File: src/rtl/i2c_wr_pkg.sv
package i2c_wr_pkg;
  typedef enum logic [1:0] {
    PH_IDLE = 2'd0,
    PH_SEL  = 2'd1,
    PH_ADDR = 2'd2,
    PH_DATA = 2'd3
  } xfer_phase_t;
endpackage

File: src/rtl/i2c_line_sampler.sv
module i2c_line_sampler #(
  parameter int STAGES = 2
) (
  input  logic clk,
  input  logic rst_n,
  input  logic scl_i,
  input  logic sda_i,
  output logic sda_s,
  output logic scl_rise,
  output logic scl_fall,
  output logic start_det,
  output logic stop_det
);
  logic [STAGES-1:0] scl_ff, sda_ff;
  logic scl_q, sda_q, scl_s;

  // Idle bus is high, so the chains reset high.
  always_ff @(posedge clk or negedge rst_n) begin
    if (!rst_n) begin
      scl_ff <= '1;
      sda_ff <= '1;
      scl_q  <= 1'b1;
      sda_q  <= 1'b1;
    end else begin
      scl_ff <= {scl_ff[STAGES-2:0], scl_i};
      sda_ff <= {sda_ff[STAGES-2:0], sda_i};
      scl_q  <= scl_ff[STAGES-1];
      sda_q  <= sda_ff[STAGES-1];
    end
  end

  assign scl_s     = scl_ff[STAGES-1];
  assign sda_s     = sda_ff[STAGES-1];
  assign scl_rise  = scl_s & ~scl_q;
  assign scl_fall  = ~scl_s & scl_q;
  assign start_det = scl_s & scl_q & sda_q & ~sda_s;
  assign stop_det  = scl_s & scl_q & ~sda_q & sda_s;
endmodule

File: src/rtl/i2c_bit_engine.sv
module i2c_bit_engine #(
  parameter int W = 8
) (
  input  logic         clk,
  input  logic         rst_n,
  input  logic         restart,
  input  logic         scl_rise,
  input  logic         scl_fall,
  input  logic         sda_s,
  output logic         byte_done,
  output logic [W-1:0] byte_val,
  output logic         ack_begin,
  output logic         ack_end
);
  localparam int CNT_W = $clog2(W + 2);
  localparam logic [CNT_W-1:0] LAST_BIT = CNT_W'(W - 1);
  localparam logic [CNT_W-1:0] ACK_WAIT = CNT_W'(W);
  localparam logic [CNT_W-1:0] ACK_HIGH = CNT_W'(W + 1);

  logic [CNT_W-1:0] cnt;
  logic [W-1:0]     shreg;

  always_ff @(posedge clk or negedge rst_n) begin
    if (!rst_n) begin
      cnt   <= '0;
      shreg <= '0;
    end else if (restart) begin
      cnt <= '0;
    end else if (scl_rise) begin
      if (cnt < ACK_WAIT) shreg <= {shreg[W-2:0], sda_s};
      if (cnt <= ACK_WAIT) cnt <= cnt + 1'b1;
    end else if (scl_fall && cnt == ACK_HIGH) begin
      cnt <= '0;
    end
  end

  assign byte_done = scl_rise && (cnt == LAST_BIT) && !restart;
  assign byte_val  = {shreg[W-2:0], sda_s};
  assign ack_begin = scl_fall && (cnt == ACK_WAIT);
  assign ack_end   = scl_fall && (cnt == ACK_HIGH);
endmodule

File: src/rtl/i2c_wr_ctrl.sv
module i2c_wr_ctrl
  import i2c_wr_pkg::*;
#(
  parameter int         W         = 8,
  parameter int         CS_W      = 3,
  parameter logic [3:0] DEV_CODE  = 4'b1010,
  parameter bit         IGNORE_CS = 1'b0
) (
  input  logic            clk,
  input  logic            rst_n,
  input  logic            start_det,
  input  logic            stop_det,
  input  logic            byte_done,
  input  logic [W-1:0]    byte_val,
  input  logic            ack_begin,
  input  logic            ack_end,
  input  logic [CS_W-1:0] chip_sel,
  input  logic            mem_busy,
  input  logic            data_ready,
  output logic            sda_oe,
  output logic            addr_load,
  output logic [W-1:0]    addr_byte,
  output logic            data_valid,
  output logic [W-1:0]    data_byte,
  output logic            commit
);
  xfer_phase_t phase;
  logic ack_want, got_data, pend_commit;
  logic cs_hit, sel_ok, slot_free;

  generate
    if (IGNORE_CS) begin : g_cs_any
      assign cs_hit = 1'b1;
    end else begin : g_cs_cmp
      assign cs_hit = (byte_val[CS_W:1] == chip_sel);
    end
  endgenerate

  assign sel_ok = (byte_val[W-1:W-4] == DEV_CODE) && cs_hit &&
                  !byte_val[0] && !mem_busy;
  assign slot_free = !data_valid || data_ready;

  always_ff @(posedge clk or negedge rst_n) begin
    if (!rst_n) begin
      phase       <= PH_IDLE;
      ack_want    <= 1'b0;
      got_data    <= 1'b0;
      pend_commit <= 1'b0;
      sda_oe      <= 1'b0;
      addr_load   <= 1'b0;
      addr_byte   <= '0;
      data_valid  <= 1'b0;
      data_byte   <= '0;
      commit      <= 1'b0;
    end else begin
      addr_load <= 1'b0;
      commit    <= 1'b0;
      if (data_valid && data_ready) data_valid <= 1'b0;

      if (start_det) begin
        phase    <= PH_SEL;
        ack_want <= 1'b0;
        sda_oe   <= 1'b0;
        got_data <= 1'b0;
      end else if (stop_det) begin
        phase    <= PH_IDLE;
        ack_want <= 1'b0;
        sda_oe   <= 1'b0;
        got_data <= 1'b0;
        if (got_data) pend_commit <= 1'b1;
      end else begin
        if (byte_done) begin
          unique case (phase)
            PH_SEL: begin
              ack_want <= sel_ok;
              phase    <= sel_ok ? PH_ADDR : PH_IDLE;
            end
            PH_ADDR: begin
              ack_want  <= 1'b1;
              addr_load <= 1'b1;
              addr_byte <= byte_val;
              phase     <= PH_DATA;
            end
            PH_DATA: begin
              ack_want <= slot_free;
              if (slot_free) begin
                data_valid <= 1'b1;
                data_byte  <= byte_val;
                got_data   <= 1'b1;
              end
            end
            default: ack_want <= 1'b0;
          endcase
        end
        if (ack_begin) sda_oe <= ack_want;
        if (ack_end) begin
          sda_oe   <= 1'b0;
          ack_want <= 1'b0;
        end
      end

      if (pend_commit && !data_valid) begin
        commit      <= 1'b1;
        pend_commit <= 1'b0;
      end
    end
  end
endmodule

File: src/rtl/i2c_eeprom_wr_target.sv
module i2c_eeprom_wr_target #(
  parameter int         SYNC_STAGES = 2,
  parameter int         CS_W        = 3,
  parameter logic [3:0] DEV_CODE    = 4'b1010,
  parameter bit         IGNORE_CS   = 1'b0
) (
  input  logic            clk,
  input  logic            rst_n,
  input  logic            scl_i,
  input  logic            sda_i,
  input  logic [CS_W-1:0] chip_sel,
  input  logic            mem_busy,
  output logic            sda_oe,
  output logic            addr_load,
  output logic [7:0]      addr_byte,
  output logic            data_valid,
  input  logic            data_ready,
  output logic [7:0]      data_byte,
  output logic            commit
);
  localparam int W = 8;

  logic sda_s, scl_rise, scl_fall, start_det, stop_det;
  logic byte_done, ack_begin, ack_end;
  logic [W-1:0] byte_val;

  i2c_line_sampler #(.STAGES(SYNC_STAGES)) u_smp (
    .clk(clk), .rst_n(rst_n), .scl_i(scl_i), .sda_i(sda_i),
    .sda_s(sda_s), .scl_rise(scl_rise), .scl_fall(scl_fall),
    .start_det(start_det), .stop_det(stop_det)
  );

  i2c_bit_engine #(.W(W)) u_bits (
    .clk(clk), .rst_n(rst_n), .restart(start_det | stop_det),
    .scl_rise(scl_rise), .scl_fall(scl_fall), .sda_s(sda_s),
    .byte_done(byte_done), .byte_val(byte_val),
    .ack_begin(ack_begin), .ack_end(ack_end)
  );

  i2c_wr_ctrl #(
    .W(W), .CS_W(CS_W), .DEV_CODE(DEV_CODE), .IGNORE_CS(IGNORE_CS)
  ) u_ctrl (
    .clk(clk), .rst_n(rst_n), .start_det(start_det), .stop_det(stop_det),
    .byte_done(byte_done), .byte_val(byte_val),
    .ack_begin(ack_begin), .ack_end(ack_end),
    .chip_sel(chip_sel), .mem_busy(mem_busy), .data_ready(data_ready),
    .sda_oe(sda_oe), .addr_load(addr_load), .addr_byte(addr_byte),
    .data_valid(data_valid), .data_byte(data_byte), .commit(commit)
  );
endmodule

File: config.mk
export PLATFORM = sky130hd
export DESIGN_NAME = i2c_eeprom_wr_target
export DESIGN_NICKNAME = d
export VERILOG_FILES = /design/src/rtl/i2c_wr_pkg.sv /design/src/rtl/i2c_line_sampler.sv /design/src/rtl/i2c_bit_engine.sv /design/src/rtl/i2c_wr_ctrl.sv /design/src/rtl/i2c_eeprom_wr_target.sv
export SDC_FILE = /design/constraint.sdc
export NUM_CORES = 1
export LEC_CHECK = 0
export ABC_CLOCK_PERIOD_IN_PS = 2400
export CAP_MARGIN = 25
export CORE_MARGIN = 5
export CORE_UTILIZATION = 40
export DETAILED_ROUTE_END_ITERATION = 8
export DONT_BUFFER_PORTS = 1
export PLACE_DENSITY = 0.52
export SETUP_SLACK_MARGIN = 0.2
export SYNTH_ARGS = -nofsm -noshare
export SYNTH_HDL_FRONTEND = slang
export SYNTH_SLANG_ARGS = --single-unit
File: constraint.sdc
create_clock -name clk -period 2.4 [get_ports clk]
set_input_delay 0.24 -clock clk [delete_from_list [all_inputs] [get_ports clk]]
set_output_delay 0.24 -clock clk [all_outputs]
set_load 0.02 [all_outputs]
==> metrics.cfg <==
[floorplanning]
ios = 29
dieHeight_um = 77.9
rows = 24
core-area_um2 = 4410
die_area_um2 = 6070
start_util_pct = 41.8
die_w_um = 77.9

[min_path]
hp-start = data_ready
holdPathStages = 2
hp-class = in -> reg
holdPathEnd = u_ctrl.data_valid$_DFF_PN0_

[clocking]
clockBufferDepth = 2
path_clk_slew_ns = 0.08
post-cts-setup-buffer-count = 0
clock-sinks = 42
cts_buffers = 5
cts_tree = done
post_cts.resized_instances = 0
h-tree-depth = 2
cts-root-buf = clkbuf_8
clock_latency_ns = 0.28

[critical_path]
worstReg2RegStart = u_smp.scl_ff[1]$_DFF_PN1_
path_class = reg -> reg
startpoint_type = flip-flop
reg2reg_to = u_ctrl.data_byte[0]$_DFFE_PN0P_
worstPathMaxFanout = 9
cp.required_ns = 2.56
ff2ff_path_depth = 4
reg2reg_setup_slack_ns = 0.60
crit_arrival_ns = 1.97
setup.worst_path.end_class = flip-flop

[detailed_routing]
routedWlPerCell_um = 16.3
drc_errors = 0
vias = 1062
antenna_left = 0
wl_mm = 3.25
vias_per_cell = 5.34
drt_iter0_markers = 87
drt_first_pass_iters = 4

[global_route]
grt_max_degree = 43
overflow = 0
grt_pass1_wl_mm = 5.70
grt_pass1_vias = 1150
grtUsageTotal_pct = 11.8
antenna_found_initial = 0

[timing]
finalHoldViolCount = 0
holdWs_ns = 0.258
rsz0062_at_grt = no
fin_crit_ns = 1.80
fin_ws_ns = 0.596
final.setup.tns_ns = 0
fmax_ghz = 0.554
max_slew_margin_pct = 70.4
setup_viol = 0
fin_crit_sh_pct = 75.2
clock_skew_ns = 0.00621
slew_viol_final = 0
tightestPinTransition_ns = 0.438

[pwr]
netSwitchingFraction_pct = 24.6
pwr-share-seq_pct = 58.5
internal_power_uw = 1090
ir_drop_uv = 316
combPwrFrac_pct = 10.3
p_clk_share_pct = 31.2
leakage_uw = 0.00100
p_sw_uw = 355
p_per_area_nw_per_um2 = 704
power_uw = 1440

[synth]
mappedNetlistArea_um2 = 1840
yosysTopAreaCellShare_pct = 48.8
synth_cell_types = 34
yosysSeqAreaShare_pct = 57.4
syn_nets = 151
synthTopCellsByArea = dfrtp_1 49%, mux2_2 13%, dfstp_2 8.5%, ha_1 4.7%, xor2_1 2.4%
yosys_warnings = 0
synth_top_area_cell = dfrtp_1
synthCells = 135
ys_ff_latch = 42
syn_avg_cell_area_um2 = 13.7

[place]
dp_hpwl_mm = 2.27
place_ws_ns = 0.608
place.gp.congestion = 0.745
io_buffers = 0

[finish]
syn_to_final_growth_pct = 11.0
mostFrequentLayoutCells = 36 x dfrtp_1, 22 x mux2_2, 7 x nand2_1, 7 x ha_1
final_common_cell = dfrtp_1
final_nets = 162
antenna_cells = 0
drive_above_1_share_pct = 29.3

[run]
maxCapViolCount = 0

[status]
status = completed

==> registers in the layout, indices dropped and copies added (netlist names), 2 cells and up <==
signal            count
u_smp.sda_ff          2
u_smp.scl_ff          2
u_ctrl.phase          2
u_ctrl.data_byte      8
u_bits.cnt            4
u_ctrl.addr_byte      8
u_bits.shreg          7
==> power by group through the flow <==
stage               Sequential [uW]  Clock (uW)  Combinational (uW)
CTS                             845         470                 151
floorplan                       835           0                 108
global placement                856           0                 126
detailed placement              859           0                 127
global route                    856         511                 167
finish                          843         450                 148
==> cells in the mapped netlist <==
cell       count
mux2i_1        3
nor2b_1        4
o21a_1         2
nor3_1         3
nand3_4        1
nor3b_4        1
mux2_4         2
nor2_1         2
o21ai_0        2
o22a_1         1
inv_1          6
nand2b_1       2
a31oi_1        2
nor4b_1        1
xor2_1         5
nand2_1        7
a41oi_1        1
a21o_1         1
o22ai_1        1
o2bb2ai_1      2
and3_1         1
nand3_1        5
or2b_1         2
ha_1           7
nand4_1        1
dfstp_2        6
buf_6          1
and2_1         1
mux2_2        22
a21oi_1        1
dfrtp_1       36
and4bb_2       1
nand2_4        1
nand3b_1       1
==> through the flow <==
| stage | area, um^2 | utilization [%] | instances |
|---|---|---|---|
| global route | 2050 | 46.4 | 199 |
| CTS | 2050 | 46.4 | 199 |
| detailed placement | 1910 | 43.2 | 187 |
| floorplan | 1840 | - | 135 |
| global placement | 1910 | 43.2 | 187 |
| finish | 2050 | 46.4 | 199 |
==> how the worst max path moves through the flow <==
stage	startpoint	endpoint	slack (ns)	cells after the start
after floorplan	u_smp.scl_ff[1]$_DFF_PN1_	u_ctrl.data_byte[1]$_DFFE_PN0P_	0.60	5
after global placement	u_smp.scl_ff[1]$_DFF_PN1_	u_ctrl.data_byte[1]$_DFFE_PN0P_	0.64	4
after detailed placement	u_smp.scl_ff[1]$_DFF_PN1_	u_ctrl.data_byte[0]$_DFFE_PN0P_	0.61	4
after CTS	u_smp.scl_ff[1]$_DFF_PN1_	u_ctrl.data_byte[0]$_DFFE_PN0P_	0.59	4
after global routing	u_smp.scl_ff[1]$_DFF_PN1_	u_ctrl.data_byte[1]$_DFFE_PN0P_	0.48	4
final	u_smp.scl_ff[1]$_DFF_PN1_	u_ctrl.data_byte[0]$_DFFE_PN0P_	0.60	4
==> final cells by class <==
| cell class | instances | area [um^2] |
|---|---|---|
| clock inverters | 1 | 5.00 |
| clock buffers | 7 | 86.3 |
| repair buffers | 5 | 57.6 |
| fillers | 424 | 2370 |
| inverters | 6 | 22.5 |
| flip-flops and latches | 42 | 1060 |
| multi-input cells | 86 | 752 |
| well taps | 52 | 65.1 |
==> routing by layer <==
| layer | GRT usage (%) | wire, um | up-vias |
|---|---|---|---|
| met4 | 4.05 | 45 | 0 |
| met5 | 0 | 0 | - |
| met2 | 17.8 | 1500 | 25 |
| li1 | - | - | 497 |
| met1 | 16.0 | 1530 | 535 |
| met3 | 3.94 | 176 | 5 |
==> worst max-delay path, cell delays in order (launching register included) <==
cell and delay, ns:
dfstp_2 0.59, nor3b_4 0.20, and3_1 0.34, nand3_4 0.22, mux2_4 0.34
==> timing repair <==
action | in CTS | in global routing
endpoints found under the setup margin | 0 | 0
hold endpoints to repair | 44 | 0
hold buffers | 4 | 0
==> kinds of logic after synthesis <==
logic type / after synthesis / synth area share, %
AO/OA/AOI/OAI: 13 / 4.95
XOR/XNOR: 5 / 2.37
adder cells (fa/ha/maj): 7 / 4.75
buffers and inverters: 7 / 1.83
flip-flops: 42 / 57.4
multiplexers: 27 / 16.7
AND/OR/NAND/NOR: 34 / 12.0
Power figures use the tool's default switching activity.
